==> src/rtl/bbm_pkg.sv <==
package bbm_pkg;

    typedef enum logic [2:0] {
        ST_RESET_HOLD  = 3'd0,
        ST_WAIT_ARM    = 3'd1,
        ST_HS_ON       = 3'd2,
        ST_HS_OFF_WAIT = 3'd3,
        ST_LS_ON       = 3'd4,
        ST_LS_OFF_WAIT = 3'd5,
        ST_DISABLED    = 3'd6
    } seq_state_t;

    typedef enum logic [1:0] {
        REQ_LOW  = 2'd0,
        REQ_HIGH = 2'd1,
        REQ_OFF  = 2'd2
    } req_t;

    typedef struct packed {
        logic hs;
        logic ls;
    } gate_pair_t;

    typedef struct packed {
        logic hs_off;
        logic ls_off;
    } off_flags_t;

    // bit 1 set means OFF, otherwise bit 0 chooses the high side
    function automatic req_t decode_cmd(input logic [1:0] raw);
        if (raw[1])
            return REQ_OFF;
        else if (raw[0])
            return REQ_HIGH;
        else
            return REQ_LOW;
    endfunction

    function automatic logic is_wait(input seq_state_t s);
        return (s == ST_HS_OFF_WAIT) || (s == ST_LS_OFF_WAIT);
    endfunction

    function automatic gate_pair_t gates_of(input seq_state_t s);
        gate_pair_t g;
        g.hs = (s == ST_HS_ON);
        g.ls = (s == ST_LS_ON);
        return g;
    endfunction

endpackage

==> src/rtl/bbm_supply_monitor.sv <==
module bbm_supply_monitor #(
    parameter int VW       = 8,
    parameter int POR_RISE = 86,
    parameter int POR_FALL = 71
) (
    input  logic          clk,
    input  logic          rst,
    input  logic [VW-1:0] vsup_code,
    output logic          supply_good
);
    localparam logic [VW-1:0] RISE_C = VW'(POR_RISE);
    localparam logic [VW-1:0] FALL_C = VW'(POR_FALL);

    logic above_rise;
    logic below_fall;

    assign above_rise = (vsup_code >= RISE_C);
    assign below_fall = (vsup_code <  FALL_C);

    always_ff @(posedge clk) begin
        if (rst)
            supply_good <= 1'b0;
        else if (!supply_good && above_rise)
            supply_good <= 1'b1;
        else if (supply_good && below_fall)
            supply_good <= 1'b0;
    end

    // the flag keeps its value inside the hysteresis band
    p_por_keep_on_r1: assert property (@(posedge clk) disable iff (rst)
        (supply_good && !below_fall) |=> supply_good);
    p_por_keep_off_r1: assert property (@(posedge clk) disable iff (rst)
        (!supply_good && !above_rise) |=> !supply_good);

endmodule

==> src/rtl/bbm_feedback_sync.sv <==
module bbm_feedback_sync #(
    parameter int STAGES = 2,
    parameter int W      = 2
) (
    input  logic         clk,
    input  logic         rst,
    input  logic [W-1:0] din,
    output logic [W-1:0] dout
);
    logic [W-1:0] chain [STAGES];

    for (genvar g = 0; g < STAGES; g++) begin : g_stage
        if (g == 0) begin : g_first
            always_ff @(posedge clk) begin
                if (rst)
                    chain[g] <= '0;
                else
                    chain[g] <= din;
            end
        end else begin : g_next
            always_ff @(posedge clk) begin
                if (rst)
                    chain[g] <= '0;
                else
                    chain[g] <= chain[g-1];
            end
        end
    end

    assign dout = chain[STAGES-1];

endmodule

==> src/rtl/bbm_wait_timer.sv <==
module bbm_wait_timer #(
    parameter int TIMEOUT = 16
) (
    input  logic clk,
    input  logic rst,
    input  logic in_wait,
    input  logic restart,
    output logic expired
);
    localparam int CW = $clog2(TIMEOUT + 1);
    localparam logic [CW-1:0] LIMIT = CW'(TIMEOUT);

    logic [CW-1:0] cnt;

    always_ff @(posedge clk) begin
        if (rst)
            cnt <= '0;
        else if (restart || !in_wait)
            cnt <= '0;
        else if (cnt != LIMIT)
            cnt <= cnt + 1'b1;
    end

    assign expired = in_wait && (cnt == LIMIT);

    // the count never runs past its limit
    p_cnt_bound_r9: assert property (@(posedge clk) disable iff (rst)
        (cnt == LIMIT && in_wait && !restart) |=> (cnt == LIMIT));

endmodule

==> src/rtl/bbm_sequencer_fsm.sv <==
module bbm_sequencer_fsm
    import bbm_pkg::*;
(
    input  logic       clk,
    input  logic       rst,
    input  logic       supply_good,
    input  req_t       req,
    input  off_flags_t flags,
    output seq_state_t state,
    output seq_state_t nxt,
    output gate_pair_t gates
);

    always_comb begin
        nxt = state;
        if (!supply_good) begin
            nxt = ST_RESET_HOLD;
        end else begin
            case (state)
                ST_RESET_HOLD:  nxt = ST_WAIT_ARM;
                // arming needs an OFF first
                ST_WAIT_ARM:    if (req == REQ_OFF) nxt = ST_DISABLED;
                ST_DISABLED: begin
                    if (req == REQ_HIGH)     nxt = ST_LS_OFF_WAIT;
                    else if (req == REQ_LOW) nxt = ST_HS_OFF_WAIT;
                end
                ST_HS_ON: begin
                    if (req == REQ_OFF)      nxt = ST_DISABLED;
                    else if (req == REQ_LOW) nxt = ST_HS_OFF_WAIT;
                end
                ST_HS_OFF_WAIT: begin
                    if (req == REQ_OFF)       nxt = ST_DISABLED;
                    else if (req == REQ_HIGH) nxt = ST_LS_OFF_WAIT;
                    else if (flags.hs_off)    nxt = ST_LS_ON;
                end
                ST_LS_ON: begin
                    if (req == REQ_OFF)       nxt = ST_DISABLED;
                    else if (req == REQ_HIGH) nxt = ST_LS_OFF_WAIT;
                end
                ST_LS_OFF_WAIT: begin
                    if (req == REQ_OFF)      nxt = ST_DISABLED;
                    else if (req == REQ_LOW) nxt = ST_HS_OFF_WAIT;
                    else if (flags.ls_off)   nxt = ST_HS_ON;
                end
                default:        nxt = ST_RESET_HOLD;
            endcase
        end
    end

    always_ff @(posedge clk) begin
        if (rst) begin
            state <= ST_RESET_HOLD;
            gates <= '0;
        end else begin
            state <= nxt;
            gates <= gates_of(nxt);
        end
    end

    // never both on
    p_no_overlap_r8: assert property (@(posedge clk) disable iff (rst)
        !(gates.hs && gates.ls));
    // high side rises only after low-side-off was seen
    p_hs_after_lsoff_r5: assert property (@(posedge clk) disable iff (rst)
        $rose(gates.hs) |-> $past(flags.ls_off));
    // low side rises only after high-side-off was seen
    p_ls_after_hsoff_r3: assert property (@(posedge clk) disable iff (rst)
        $rose(gates.ls) |-> $past(flags.hs_off));
    // OFF clears both gates at the next edge
    p_off_cmd_r6: assert property (@(posedge clk) disable iff (rst)
        (req == REQ_OFF) |=> (!gates.hs && !gates.ls));
    // no supply, no gates
    p_por_gates_r1: assert property (@(posedge clk) disable iff (rst)
        !supply_good |=> (!gates.hs && !gates.ls));
    // the high side rises only under a HIGH command
    p_hs_needs_high_r11: assert property (@(posedge clk) disable iff (rst)
        $rose(gates.hs) |-> ($past(req) == REQ_HIGH));

endmodule

==> src/rtl/gate_bbm_sequencer.sv <==
module gate_bbm_sequencer
    import bbm_pkg::*;
#(
    parameter int VW          = 8,
    parameter int POR_RISE    = 86,
    parameter int POR_FALL    = 71,
    parameter int SYNC_STAGES = 2,
    parameter int TIMEOUT     = 16
) (
    input  logic          clk,
    input  logic          rst,
    input  logic [VW-1:0] vsup_code,
    input  logic [1:0]    drive_cmd,
    input  logic          hg_near_sw,
    input  logic          sw_low,
    input  logic          lg_low,
    output logic          hs_en,
    output logic          ls_en,
    output logic          dly_fault
);
    logic       supply_good;
    off_flags_t raw_flags;
    off_flags_t sync_flags;
    seq_state_t state;
    seq_state_t nxt;
    gate_pair_t gates;
    req_t       req;

    // either comparator alone marks the high side off
    assign raw_flags.hs_off = hg_near_sw | sw_low;
    assign raw_flags.ls_off = lg_low;
    assign req              = decode_cmd(drive_cmd);

    bbm_supply_monitor #(
        .VW       (VW),
        .POR_RISE (POR_RISE),
        .POR_FALL (POR_FALL)
    ) supply_i (
        .clk         (clk),
        .rst         (rst),
        .vsup_code   (vsup_code),
        .supply_good (supply_good)
    );

    bbm_feedback_sync #(
        .STAGES (SYNC_STAGES),
        .W      ($bits(off_flags_t))
    ) sync_i (
        .clk  (clk),
        .rst  (rst),
        .din  (raw_flags),
        .dout (sync_flags)
    );

    bbm_sequencer_fsm fsm_i (
        .clk         (clk),
        .rst         (rst),
        .supply_good (supply_good),
        .req         (req),
        .flags       (sync_flags),
        .state       (state),
        .nxt         (nxt),
        .gates       (gates)
    );

    bbm_wait_timer #(
        .TIMEOUT (TIMEOUT)
    ) timer_i (
        .clk     (clk),
        .rst     (rst),
        .in_wait (is_wait(state)),
        .restart (nxt != state),
        .expired (dly_fault)
    );

    assign hs_en = gates.hs;
    assign ls_en = gates.ls;

    // a late flag never lets a gate on
    p_fault_gates_off_r9: assert property (@(posedge clk) disable iff (rst)
        dly_fault |-> (!hs_en && !ls_en));

endmodule

==> config.mk <==
export PLATFORM = sky130hd
export DESIGN_NAME = gate_bbm_sequencer
export DESIGN_NICKNAME = d
export VERILOG_FILES = /design/src/rtl/bbm_pkg.sv /design/src/rtl/bbm_supply_monitor.sv /design/src/rtl/bbm_feedback_sync.sv /design/src/rtl/bbm_wait_timer.sv /design/src/rtl/bbm_sequencer_fsm.sv /design/src/rtl/gate_bbm_sequencer.sv
export SDC_FILE = /design/constraint.sdc
export NUM_CORES = 1
export LEC_CHECK = 0
export BUFFER_PORTS_ARGS = -buffer_cell sky130_fd_sc_hd__buf_4
export CORE_MARGIN = 2
export CORE_UTILIZATION = 23
export CTS_BUF_LIST = sky130_fd_sc_hd__clkbuf_4 sky130_fd_sc_hd__clkbuf_8
export CTS_CLUSTER_SIZE = 10
export DETAILED_ROUTE_END_ITERATION = 10
export GPL_TIMING_DRIVEN = 1
export HOLD_SLACK_MARGIN = 0.06
export PLACE_DENSITY = 0.44
export SLEW_MARGIN = 20
export SYNTH_ARGS = -nofsm -noshare
export SYNTH_HDL_FRONTEND = slang
export SYNTH_SLANG_ARGS = --single-unit
==> constraint.sdc <==
create_clock -name clk -period 1.9 [get_ports clk]
set_clock_uncertainty 0.05 [all_clocks]
set_input_delay 0.095 -clock clk [delete_from_list [all_inputs] [get_ports clk]]
set_output_delay 0.095 -clock clk [all_outputs]
set_load 0.02 [all_outputs]
Yosys cells after proc, flatten, opt, wreduce, memory -nomap -nowiden
Memories as Yosys holds them, arrays and structs flattened. Cells that the tools add are included.

Bits in writable memories: 4. Logic and storage cells: 59. Memories kept: 1. Bits of input ports: 15. Output and inout port bits: 3. Flip-flop bits (word level): 11.

Add/sub/neg operators: 1. Order comparisons: 2. Reduce and logical (&&, ||, !) cells: 11. Eq/ne operators: 13. Multiplexer cells: 23. Bitwise gates (word level): 3.

Memories: sync_i.chain (depth 2, width 2, rd ports 2, clocked after memory_dff 0, write ports 2, RTL line bbm_feedback_sync.sv:10) `logic [W-1:0] chain [STAGES];`.

Operators with widths (count): $mux W3 (13); $pmux W3 S7 (1); $eq A3 B3 Y1 const B (4); $eq A3 B2 Y1 const B (3); $ge A8 B7 Y1 const B (1); $lt A8 B7 Y1 const B (1); $mux W1 (6); $mux W2 (3); $add A5 B1 Y5 const B (1); $eq A5 B5 Y1 const B (1); $ne A5 B5 Y1 const B (1); $eq A3 B1 Y1 const B (1); $logic_and A1 B1 Y1 (3); $logic_not A3 Y1 (1); $ne A3 B3 Y1 (1); $or A1 B1 Y1 (3); $eq A2 B1 Y1 const B (1); $eq A2 B2 Y1 const B (1); $logic_not A1 Y1 (2); $logic_not A2 Y1 (1); $logic_or A1 B1 Y1 (2); $reduce_bool A2 Y1 (1); $reduce_or A2 Y1 (1).

Longest topological paths before layout
Depth after elaboration: 10. Gate-level depth with buffers: 5. Mapped depth without buffers: 5.

Cells and area by module
A second synthesis with hierarchy kept.

Cell total of the unflattened synthesis: 99. Area total of the unflattened synthesis: 855.8 sq um.

By module, submodules not included: bbm_sequencer_fsm (times used 1, cells an instance 50, area an instance 382.9 sq um); bbm_wait_timer (times used 1, cells an instance 25, area an instance 247.7 sq um); bbm_feedback_sync (times used 1, cells an instance 8, area an instance 105.1 sq um); bbm_supply_monitor (times used 1, cells an instance 8, area an instance 61.3 sq um); gate_bbm_sequencer (times used 1, cells an instance 8, area an instance 58.8 sq um).

Worst setup path after synthesis
No wires, ideal clock.

Path kind: reg-to-output. Start: register timer_i.cnt[0]. End: output dly_fault. Stages on the path, launching flop included: 5. Setup slack: 329 ps. Buffers on the path: 0. Arrival: 1426 ps. Required time: 1755 ps. Cell sequence: dfxtp_1 > inv_1 > ha_1 > nor4bb_1 > and3_1.

Word-level cells in the longest chain between the ends: 2.

Ends and longest elaborated chain: start: declaration (RTL line bbm_wait_timer.sv:13) `logic [CW-1:0] cnt;`; start signal: assignment (RTL line bbm_wait_timer.sv:21) `cnt <= cnt + 1'b1;`; $eq A5 B5 Y1 (RTL line bbm_wait_timer.sv:24) `assign expired = in_wait && (cnt == LIMIT);`; $logic_and A1 B1 Y1 (RTL line bbm_wait_timer.sv:24); end: declaration (RTL line gate_bbm_sequencer.sv:19) `output logic dly_fault`.

Every way passes these cells.

Worst setup path in the final report
Same ends and word-level chain as after synthesis.

==> impl_metrics.toml <==
[worst_setup_path]
crit_top_cell = "buf_4"
slowest_delay_ns = 0.32
path_cells = "inv_1 -> ha_1 -> nor4bb_1 -> buf_4 -> and3_1 -> buf_4"
arrival_ns = 1.55
crit_slowest_cell = "dfxtp_1"
start_kind = "flop"
cp.required_ns = 1.75
cp_max_fo = 4
endpoint_kind = "output pin"
path_class = "reg2out"
crit_family = "simple AND/OR/NAND/NOR gates"
cp_num_buf_inv = 3

[power_and_ir_drop]
sequentialPowerShare_pct = 48.8
comb_power_share_pct = 13.5
ir_drop_mv = 0.188
power.density_nw_per_um2 = 603
p_clk_share_pct = 37.7
cellLeakagePower_nw = 0.474
p_sw_w = 0.000166
p_sw_share_pct = 24.2
intPower_w = 0.000522

[placement]
hpwl_mm = 1.38
pre_cts_slack_ns = 0.241
gp_congestion = 0.796
io_buffers = 17

[die]
start_util_pct = 23.6
rows = 22
fp.coreArea_um2 = 3630
die_width_um = 65.1
floorplan.die_area_um2 = 4240
die_h_um = 65.1
ios = 18

[routing]
drc = 0
post_drt_wl_per_cell_um = 11.2
antenna_left = 0
vias = 793
avgViaCountPerCell = 4.66
first_iter_violations = 33
firstDrtPassIters = 4
wirelength_mm = 1.90

[clock_tree]
post-cts-setup-buffers = 0
clkSlewWorstSetupHoldPaths_ns = 0.06
cts_tree = "yes"
cts.path.max_buffers = 2
htreeDepth = 1
cts.sinks = 15
insertion_delay_ns = 0.25
cts-root-buf = "clkbuf_8"
cts_buffers = 3

[yosys]
seq_area_frac_synth_pct = 35.0
yosys-top-cells-count = "15 x dfxtp_1, 8 x inv_1, 6 x nand2_1, 6 x nor2_1"
synthDominantCellAreaShare_pct = 35.0
synthesis.nets = 114
avgSynthCellArea_um2 = 8.85
synth_flop_cell = "dfxtp_1"
netlist_instances = 97
synth-edff-count = 0
syn_area_um2 = 858
yosys.cell_count.top_type = "dfxtp_1"
yosysWarnings = 0
synth_top_cell_by_area = "dfxtp_1"
synth_cell_types = 45
synth_area_leaders = "dfxtp_1 35%, inv_1 3.5%, xor2_1 3.1%"
ys_async_sr_fraction_pct = 0
synth_seq_cells = 15

[global_route]
overflow = 0
grt_max_degree = 14
grt_pass1_wl_mm = 3.49
grt_pass1_vias = 775
antenna_found_initial = 0
grt_usage_pct = 10.6

[timing]
fin_crit_ns = 1.70
max_freq_ghz = 0.588
fin_tns_setup_ns = 0
whs_ns = 0.243
setup_viol = 0
final_max_slew_viol_count = 0
period_share_pct = 89.5
slew_headroom_pct = 72.8
rsz0062_at_grt = "no"
finalWorstSetupSlack_ns = 0.200
tightestPinTransition_ns = 0.408
hold_viol = 0

[worst_hold_path]
hp-class = "in2reg"

[final_layout]
layout.nets = 140
num_antenna_cells = 0
nFillCells = 401
area_delta_synth_final_pct = 32.9
post-route-util_pct = 31.4
drive_above_1_share_pct = 24.6

[run_status]
status = "finished, final reports clean"

[run]
maxCapViolCount = 0
-- what timing repair did --
action | 4_1_cts | 5_1_grt
hold buffers | 5 | 0
gates resized for setup | 0 | 1
endpoints found under the setup margin | 0 | 1
hold endpoints to repair | 6 | 0
-- power groups by stage --
stage / Clock, W / Sequential, W / Combinational, W
final: 0.000259 / 0.000336 / 0.0000928
after global routing: 0.000287 / 0.000338 / 0.000104
after CTS: 0.000265 / 0.000336 / 0.0000926
after detailed placement: 0 / 0.000343 / 0.0000839
after global placement: 0 / 0.000343 / 0.0000832
after floorplan: 0 / 0.000336 / 0.0000532
-- metrics by stage --
| step | total power (W) | std cells | area, um2 |
|---|---|---|---|
| finish | 0.000688 | 170 | 1140 |
| detailed placement | 0.000427 | 161 | 1040 |
| global route | 0.000729 | 170 | 1140 |
| CTS | 0.000693 | 170 | 1140 |
| floorplan | 0.000389 | 97 | 858 |
| global placement | 0.000427 | 161 | 1040 |
-- worst register-to-register path, cell delays in order, from the launching register on --
cell           delay (ns)
dfxtp_1              0.49
nor2_1               0.09
nor3_1               0.18
o21ai_0              0.10
a21oi_1              0.14
dlygate4sd3_1        0.54
-- cells by family after synthesis --
family	share of synthesized area, %
and+or+nand+nor	23.5
AOI/OAI and AO/OA	23.8
DFF	35.0
buffers and inverters	7.29
xor gates and xnor gates	5.10
muxes	2.48
adders and majority gates	2.91
-- final timing paths --
kind / from / end / slack, ns / cells past startpoint
setup / recovery: timer_i.cnt[0] / dly_fault / 0.20 / 6
hold / removal: drive_cmd[1] / fsm_i.state[0] / 0.24 / 3
setup reg to reg: supply_i.supply_good / supply_i.supply_good / 0.26 / 5
hold reg to reg: sync_i.chain[0][0] / sync_i.chain[1][0] / 0.39 / 1
-- metal layers --
metal | track usage (%) | vias to the layer above | part of all wire (%)
met5 | 0 | - | 0
met1 | 14.0 | 371 | 49
li1 | - | 402 | -
met2 | 16.0 | 15 | 44
met4 | 7.29 | 0 | 3.2
met3 | 1.54 | 5 | 3.0
-- cell type report --
| class | count | area (um2) | area share (%) |
|---|---|---|---|
| Clock buffer | 3 | 41.3 | 3.62 |
| Clock inverter | 1 | 5.00 | 0.439 |
| Inverter | 8 | 30.0 | 2.63 |
| Multi-Input combinational cell | 69 | 495 | 43.4 |
| Timing Repair Buffer | 26 | 208 | 18.2 |
| Sequential cell | 15 | 302 | 26.4 |
| Tap cell | 48 | 60.1 | 5.26 |
-- cell usage in the layout (no fill, tap or decap), types with 2 or more instances in the layout --
cell | netlist | final
a21oi_1 | 3 | 3
xor2_1 | 3 | 3
nor2b_1 | 4 | 4
dlygate4sd3_1 | 0 | 5
o21bai_1 | 3 | 3
o21ai_0 | 3 | 3
nor4_1 | 4 | 4
inv_1 | 8 | 8
nand2_1 | 6 | 6
xnor2_1 | 2 | 2
o21a_1 | 2 | 2
buf_4 | 1 | 21
ha_1 | 2 | 2
nand3_1 | 4 | 4
dfxtp_1 | 15 | 14
clkbuf_8 | 0 | 3
nor2_1 | 6 | 6
-- sequential cells by signal, indices dropped and copies added (netlist names) --
name and flops:
fsm_i.state 3, sync_i.chain 4, fsm_i.gates 2, supply_i.supply_good 1, timer_i.cnt 5
(Power assumes the default switching activity.)
